**src/rtl/seq_pkg.sv**
```systemverilog
package seq_pkg;

  // Strobes passed from the decoder to the datapath and the stack
  typedef struct packed {
    logic jumpShort;   // page-relative jump (goto or call)
    logic push;        // push return address
    logic jumpLong;    // latch-based long call
    logic pop;         // pop top of stack into the PC
    logic loadLit;     // capture literal on return
    logic clrIntDis;   // clear global interrupt disable
    logic skip;        // step by two
  } seqStrobe_t;

endpackage

```
**src/rtl/seq_control.sv**
```systemverilog
module seq_control
  import seq_pkg::*;
#(
  parameter int INSTR_W = 16,
  parameter int LIT_W   = 8
) (
  input  logic [INSTR_W-1:0] instr,
  input  logic               skipReq,
  output seqStrobe_t         strb
);

  localparam int TOP_W = 3;
  localparam int HI_W  = INSTR_W - LIT_W;

  localparam logic [TOP_W-1:0]   GOTO_TOP  = 3'b110;
  localparam logic [TOP_W-1:0]   CALL_TOP  = 3'b111;
  localparam logic [HI_W-1:0]    LCALL_HI  = 8'hB7;
  localparam logic [HI_W-1:0]    RETLW_HI  = 8'hB6;
  localparam logic [INSTR_W-1:0] RET_WORD  = 16'h0002;
  localparam logic [INSTR_W-1:0] RTI_WORD  = 16'h0005;

  logic isGoto, isCall, isLcall, isRetlw, isRet, isRti, isCtrl;

  always_comb begin
    isGoto  = (instr[INSTR_W-1 -: TOP_W] == GOTO_TOP);
    isCall  = (instr[INSTR_W-1 -: TOP_W] == CALL_TOP);
    isLcall = (instr[INSTR_W-1 -: HI_W] == LCALL_HI);
    isRetlw = (instr[INSTR_W-1 -: HI_W] == RETLW_HI);
    isRet   = (instr == RET_WORD);
    isRti   = (instr == RTI_WORD);
    isCtrl  = isGoto | isCall | isLcall | isRetlw | isRet | isRti;

    strb.jumpShort = isGoto | isCall;
    strb.push      = isCall | isLcall;
    strb.jumpLong  = isLcall;
    strb.pop       = isRet | isRetlw | isRti;
    strb.loadLit   = isRetlw;
    strb.clrIntDis = isRti;
    strb.skip      = skipReq & ~isCtrl;
  end

  always_comb begin
    p_onehot_jump_r4: assert ($onehot0({strb.jumpShort, strb.jumpLong, strb.pop, strb.skip}));
  end

endmodule

```
**src/rtl/seq_stack.sv**
```systemverilog
module seq_stack #(
  parameter int DEPTH  = 16,
  parameter int DATA_W = 16
) (
  input  logic              clk,
  input  logic              rst_n,
  input  logic              push,
  input  logic              pop,
  input  logic [DATA_W-1:0] pushData,
  output logic [DATA_W-1:0] topData
);

  localparam int PTR_W = (DEPTH > 1) ? $clog2(DEPTH) : 1;
  localparam logic [PTR_W-1:0] LAST = PTR_W'(DEPTH - 1);

  logic [DATA_W-1:0] mem [DEPTH];
  logic [PTR_W-1:0]  sp;       // next free slot
  logic [PTR_W-1:0]  spInc, spDec;

  always_comb begin
    spInc = (sp == LAST) ? '0 : sp + 1'b1;
    spDec = (sp == '0) ? LAST : sp - 1'b1;
  end

  assign topData = mem[spDec];

  always_ff @(posedge clk or negedge rst_n) begin
    if (!rst_n) begin
      sp <= '0;
      for (int i = 0; i < DEPTH; i++) mem[i] <= '0;
    end else if (push) begin
      mem[sp] <= pushData;
      sp      <= spInc;
    end else if (pop) begin
      sp <= spDec;
    end
  end

  logic validQ;
  always_ff @(posedge clk or negedge rst_n) begin
    if (!rst_n) validQ <= 1'b0;
    else        validQ <= 1'b1;
  end

  p_lifo_top_r6: assert property (@(posedge clk) disable iff (!rst_n)
    validQ && $past(push) |-> topData == $past(pushData));

  p_wrap_ptr_r11: assert property (@(posedge clk) disable iff (!rst_n)
    push && sp == LAST |=> sp == '0);

  p_no_push_pop_r8: assert property (@(posedge clk) disable iff (!rst_n)
    !(push && pop));

endmodule

```
**src/rtl/seq_datapath.sv**
```systemverilog
module seq_datapath
  import seq_pkg::*;
#(
  parameter int PC_W    = 16,
  parameter int PAGE_W  = 13,
  parameter int LATCH_W = 8,
  parameter int LIT_W   = 8,
  parameter int INSTR_W = 16
) (
  input  logic               clk,
  input  logic               rst_n,
  input  seqStrobe_t         strb,
  input  logic [INSTR_W-1:0] instr,
  input  logic [PC_W-1:0]    topData,
  output logic [PC_W-1:0]    pc,
  output logic [PC_W-1:0]    pushData,
  output logic [LIT_W-1:0]   retLiteral,
  output logic               intDisable
);

  localparam int HI_W  = PC_W - PAGE_W;      // page bits kept by short jumps
  localparam int LLO_W = LATCH_W - HI_W;     // latch bits loaded from target

  logic [LATCH_W-1:0] latch;
  logic [PC_W-1:0]    pcNext;
  logic [LATCH_W-1:0] latchNext;

  assign pushData = pc + 1'b1;

  always_comb begin
    if (strb.jumpShort)     pcNext = {pc[PC_W-1 -: HI_W], instr[PAGE_W-1:0]};
    else if (strb.jumpLong) pcNext = {latch, instr[LIT_W-1:0]};
    else if (strb.pop)      pcNext = topData;
    else if (strb.skip)     pcNext = pc + PC_W'(2);
    else                    pcNext = pc + 1'b1;

    latchNext = strb.jumpShort ? {pc[PC_W-1 -: HI_W], instr[PAGE_W-1 -: LLO_W]} : latch;
  end

  always_ff @(posedge clk or negedge rst_n) begin
    if (!rst_n) begin
      pc         <= '0;
      latch      <= '0;
      retLiteral <= '0;
      intDisable <= 1'b1;
    end else begin
      pc    <= pcNext;
      latch <= latchNext;
      if (strb.loadLit)   retLiteral <= instr[LIT_W-1:0];
      if (strb.clrIntDis) intDisable <= 1'b0;
    end
  end

  logic validQ;
  always_ff @(posedge clk or negedge rst_n) begin
    if (!rst_n) validQ <= 1'b0;
    else        validQ <= 1'b1;
  end

  p_seq_step_r2: assert property (@(posedge clk) disable iff (!rst_n)
    validQ && $past(!strb.jumpShort && !strb.jumpLong && !strb.pop && !strb.skip)
      |-> pc == $past(pc) + 1'b1);

  p_skip_step_r3: assert property (@(posedge clk) disable iff (!rst_n)
    validQ && $past(strb.skip) |-> pc == $past(pc) + PC_W'(2));

  p_page_kept_r4: assert property (@(posedge clk) disable iff (!rst_n)
    validQ && $past(strb.jumpShort) |->
      pc[PC_W-1 -: HI_W] == $past(pc[PC_W-1 -: HI_W]) && pc[PAGE_W-1:0] == $past(instr[PAGE_W-1:0]));

  p_long_target_r7: assert property (@(posedge clk) disable iff (!rst_n)
    validQ && $past(strb.jumpLong) |-> pc == {$past(latch), $past(instr[LIT_W-1:0])});

  p_latch_kept_r8: assert property (@(posedge clk) disable iff (!rst_n)
    validQ && $past(strb.pop) |-> latch == $past(latch));

  p_lit_hold_r9: assert property (@(posedge clk) disable iff (!rst_n)
    validQ && $past(!strb.loadLit) |-> retLiteral == $past(retLiteral));

  p_intdis_never_set_r10: assert property (@(posedge clk) disable iff (!rst_n)
    !$rose(intDisable));

  p_intdis_clear_r10: assert property (@(posedge clk) disable iff (!rst_n)
    validQ && $fell(intDisable) |-> $past(strb.clrIntDis));

endmodule

```
**src/rtl/pc_sequencer.sv**
```systemverilog
module pc_sequencer
  import seq_pkg::*;
#(
  parameter int PC_W    = 16,
  parameter int PAGE_W  = 13,
  parameter int LIT_W   = 8,
  parameter int DEPTH   = 16
) (
  input  logic            clk,
  input  logic            rst_n,
  input  logic [PC_W-1:0] instr,
  input  logic            skipReq,
  output logic [PC_W-1:0] fetchAddr,
  output logic [LIT_W-1:0] retLiteral,
  output logic            intDisable
);

  localparam int LATCH_W = PC_W - LIT_W;

  seqStrobe_t      strb;
  logic [PC_W-1:0] topData;
  logic [PC_W-1:0] pushData;

  seq_control #(.INSTR_W(PC_W), .LIT_W(LIT_W)) u_ctrl (
    .instr   (instr),
    .skipReq (skipReq),
    .strb    (strb)
  );

  seq_datapath #(
    .PC_W(PC_W), .PAGE_W(PAGE_W), .LATCH_W(LATCH_W), .LIT_W(LIT_W), .INSTR_W(PC_W)
  ) u_dp (
    .clk        (clk),
    .rst_n      (rst_n),
    .strb       (strb),
    .instr      (instr),
    .topData    (topData),
    .pc         (fetchAddr),
    .pushData   (pushData),
    .retLiteral (retLiteral),
    .intDisable (intDisable)
  );

  seq_stack #(.DEPTH(DEPTH), .DATA_W(PC_W)) u_stack (
    .clk      (clk),
    .rst_n    (rst_n),
    .push     (strb.push),
    .pop      (strb.pop),
    .pushData (pushData),
    .topData  (topData)
  );

endmodule

```
**config.mk**
```make
export PLATFORM = sky130hd
export DESIGN_NAME = pc_sequencer
export DESIGN_NICKNAME = d
export VERILOG_FILES = /design/src/rtl/seq_pkg.sv /design/src/rtl/seq_control.sv /design/src/rtl/seq_stack.sv /design/src/rtl/seq_datapath.sv /design/src/rtl/pc_sequencer.sv
export SDC_FILE = /design/constraint.sdc
export NUM_CORES = 1
export LEC_CHECK = 0
export BUFFER_PORTS_ARGS = -buffer_cell sky130_fd_sc_hd__buf_2
export CAP_MARGIN = 20
export CORE_MARGIN = 2
export CORE_UTILIZATION = 62
export DETAILED_ROUTE_END_ITERATION = 10
export PLACE_DENSITY = 0.8
export RECOVER_POWER = 100
export SLEW_MARGIN = 20
export SYNTH_ARGS = -nofsm -noshare
export SYNTH_HDL_FRONTEND = slang
export SYNTH_SLANG_ARGS = --single-unit
```
**constraint.sdc**
```tcl
create_clock -name clk -period 3.05 [get_ports clk]
set_input_delay 0.61 -clock clk [delete_from_list [all_inputs] [get_ports clk]]
set_output_delay 0.61 -clock clk [all_outputs]
set_load 0.01 [all_outputs]
```
==> summary.txt <==
Outcome
  • Status: finished with violations
  • Failing checks: max-capacitance violations, max-slew violations

Setup path
  • CP arrival: 3.25 ns
  • Crit path cell chain: nor4b_1 -> a211o_1 -> clkbuf_2 -> mux4_2 -> o22ai_1 -> a31oi_1
  • Worst Setup Path Type: register to register
  • Worst endpoint required time: 3.43 ns
  • CP peak stage delay: 0.59 ns
  • Worst Path Max Fanout: 12
  • Crit path max-delay family: compound AO/OA/AOI/OAI gates
  • Reg2reg path depth: 6
  • R2r endpoint: u_dp.pc[10]
  • Setup crit start kind: register
  • Reg-to-Reg Start: u_stack.sp[0]
  • R2R setup slack: 0.18 ns
  • CP endpoint kind: register
  • Crit path buffers/inverters: 1
  • Crit-path slowest cell: a211o_1

Timing
  • Fin crit period: between 2 and 3 ns
  • Final period utilization: 94.2%
  • Fin. Hold Viols: 0
  • Clk_skew: 0.0105 ns
  • Setup TNS Final: 0 ns
  • Final Setup Violations: 0
  • Max Slew Vio Count: 64
  • WHS: 0.363 ns
  • RSZ-0062 raised after global routing: no
  • FMAX: between 0.3 and 0.4 GHz
  • Worst-margin pin slew: 1.58 ns
  • Worst relative slew slack: -5.49%

Placement
  • Hpwl dp: 22.6 mm
  • DP Area: roughly 14000 um2
  • IO Port Bufs: 43
  • Total placed cells including tap cells: 1544
  • GP Congestion: 0.920

Synthesis
  • FFs w/ async S/R, synth: 100%
  • Synth Net Count: 1296
  • Synth Cell Area: ~13000 um2
  • Synth warn: 0
  • Synth Instances: 1270
  • Sequential cell area fraction in the yosys report: 54.7%
  • Post-synth top flop: dfrtp_1
  • Synth cell types: 53
  • Largest family of logic cells by synthesized area: multiplexers
  • Seq cells post-synth: 293
  • Multiplexer share of the synthesized area: 13.7%
  • Synth Area in Compound Gates: 13.4%
  • Syn avg cell area: 10.6 um2
  • Post-synthesis xor/xnor area fraction: around 1.8%
  • Synth Area in Adders: 0.653%
  • Post-synth EDFFs: 0
  • Post-Synth Simple-Gate Area: 12.2%

Layout
  • Ant diodes: 0
  • Most frequent cells in the layout: nand2_1 (302), dfrtp_1 (291), o21ai_0 (268), mux4_2 (60), clkbuf_1 (58)
  • Non-filler cells, final: 1595
  • Area Overhead vs Synth: 10.7%
  • Final core occ: 70.2%
  • Most common cell after layout, fill and taps aside: nand2_1
  • Share of layout cells above drive strength 1: around 14%
  • Final #Nets: 1326
  • Finished Cell Area: roughly 15000 um2

Clock network
  • CTS HTree Levels: 1
  • Post-CTS Resized: 0
  • Clock root buffer: clkbuf_16
  • CTS tree: done
  • Setup Buffers After CTS: 0
  • CTS Buffer Depth: 3
  • Latest clock arrival within the worst-skew pair: 0.54 ns
  • CTS clock-pin slew for the worst setup and hold paths: approximately 0.06 ns
  • Clk sinks: 293
  • TritonCTS buffer count: 29
  • Hold_buf cts: 0

Power
  • P_leak: 6.57 nW
  • Switching Fraction: 34.5%
  • Power per cell area: 950 nW/um2
  • Sw Pwr: 4.87 mW
  • Clock network fraction of total power: 26.3%
  • Peak supply drop: 0.000411 V
  • Combinational Power Share: 32.1%
  • Pint: 9.24 mW
  • Seq pwr share: a little over two fifths

Die
  • Initial Util: 63.4%
  • Rows: 53
  • Full die area: approximately 23000 um2
  • Number of I/O pins: between 40 and 50
  • Core ar.: 21200 um2
  • Die W: 151 um
  • Die Ht: 151 um

Global routing
  • Grt ovf: 0
  • Met1 usage: 44.5%
  • First-pass GRT wire length: about 57 mm
  • Total Routing Usage GR: approximately a third
  • GR peak layer: met2
  • Grt met3 use: 6.90%
  • GRT met2 Usage: about half
  • Pin count of the biggest net entering global routing: between 90 and 100
  • Initial antenna violation count: 1
  • Vias in the first global route: 10400

Route
  • DRC Markers: 0
  • 1st-iter DRT viols: 1261
  • Total wire length: about 36 mm
  • Total number of vias: between 10000 and 15000
  • Average vias per placed instance: 6.49
  • Routed Antenna Nets: 0
  • Initial DRT Pass Iterations: 6
  • DR WL/cell: 22.3 um

Hold path
  • Hold Crit Endpoint: u_dp.retLiteral[5]
  • Worst Hold Class: input pin to register
  • Critical hold path startpoint: instr[5]
  • Hold depth: 2

Job
  • Max_cap viols: 1
==> cells in the mapped netlist (2+ instances only) <==
library cell | n | area (um2)
nand2_1 | 302 | 1130
dfrtp_1 | 292 | 7310
o21ai_0 | 268 | 1340
clkbuf_1 | 81 | 304
mux4_2 | 60 | 1350
nor2_1 | 31 | 116
a21oi_1 | 28 | 140
mux2i_1 | 25 | 250
nand3_1 | 23 | 115
xnor2_1 | 19 | 166
mux2_2 | 14 | 158
buf_2 | 11 | 55.1
buf_4 | 8 | 60.1
xor2_1 | 8 | 70.1
a221o_1 | 7 | 70.1
a31oi_1 | 7 | 43.8
and3_1 | 7 | 43.8
ha_1 | 7 | 87.6
o22ai_1 | 6 | 37.5
and2_1 | 5 | 31.3
nand4_1 | 5 | 31.3
nor3_1 | 5 | 25.0
nor4_1 | 5 | 31.3
inv_1 | 4 | 15.0
a211oi_1 | 3 | 22.5
a221oi_1 | 3 | 26.3
buf_6 | 3 | 33.8
nor2b_1 | 3 | 18.8
or2_2 | 3 | 18.8
a21o_1 | 2 | 15.0
mux4_4 | 2 | 50.1
nand3b_1 | 2 | 15.0
==> kinds of logic (layout without fill, tap and decap cells) <==
logic type,Yosys count,count (layout)
simple gates,397,397
buf+inv,109,159
xor+xnor,27,27
flops,293,293
compound gates,335,335
mux,102,102
fa+ha+maj,7,7
==> stage by stage <==
| stage | power [mW] | worst slack [ns] |
|---|---|---|
| after floorplan | 8.88 | 0.470 |
| after global placement | 10.1 | 0.417 |
| after detailed placement | 10.4 | 0.377 |
| after CTS | 14.1 | 0.343 |
| after global routing | 14.9 | 0.129 |
| final | 14.1 | 0.177 |
==> area by class of cell <==
class / count / area [um2]
flip-flops and latches: 293 / 7340
well taps: 275 / 344
fillers: 1438 / 6310
clock inverters: 10 / 156
multi-input cells: 868 / 5590
clock buffers: 41 / 831
inverters: 4 / 15.0
repair buffers: 104 / 573
==> metal layers <==
| metal | part of all wire, % | up-vias |
|---|---|---|
| li1 | - | 4503 |
| met1 | 39 | 5164 |
| met2 | 47 | 572 |
| met3 | 10 | 114 |
| met4 | 4.0 | 0 |
| met5 | 0 | - |
==> power by group through the flow <==
stage	registers, mW	clock network [mW]	logic [mW]
after floorplan	5.59	0	3.29
after global placement	5.79	0	4.31
after detailed placement	5.87	0	4.50
after CTS	5.82	3.72	4.57
after global routing	5.98	3.90	4.97
final	5.87	3.71	4.53
==> how the worst max path moves through the flow <==
stage	startpoint	endpoint	slack (ns)	cells past startpoint
finish	u_stack.sp[0]	u_dp.pc[10]	0.18	6
global route	u_dp.pc[0]	u_stack.mem[204]	0.13	6
CTS	u_stack.sp[0]	u_dp.pc[6]	0.34	7
detailed placement	u_stack.sp[0]	u_dp.pc[6]	0.38	7
global placement	u_stack.sp[0]	u_dp.pc[6]	0.42	5
floorplan	u_stack.sp[0]	u_dp.pc[14]	0.47	10
==> worst reg2reg max path: stages (launching register included) <==
cell      delay, ns
dfrtp_4        0.52
nor4b_1        0.48
a211o_1        0.59
clkbuf_2       0.34
mux4_2         0.56
o22ai_1        0.15
a31oi_1        0.06
==> registers in the layout (all words and copies together), names as in the netlist <==
signal	cells
u_dp.intDisable	1
u_dp.latch	8
u_dp.pc	16
u_dp.retLiteral	8
u_stack.sp	4
u_stack.mem	256
Note: power is estimated with default switching activity, not from simulation.
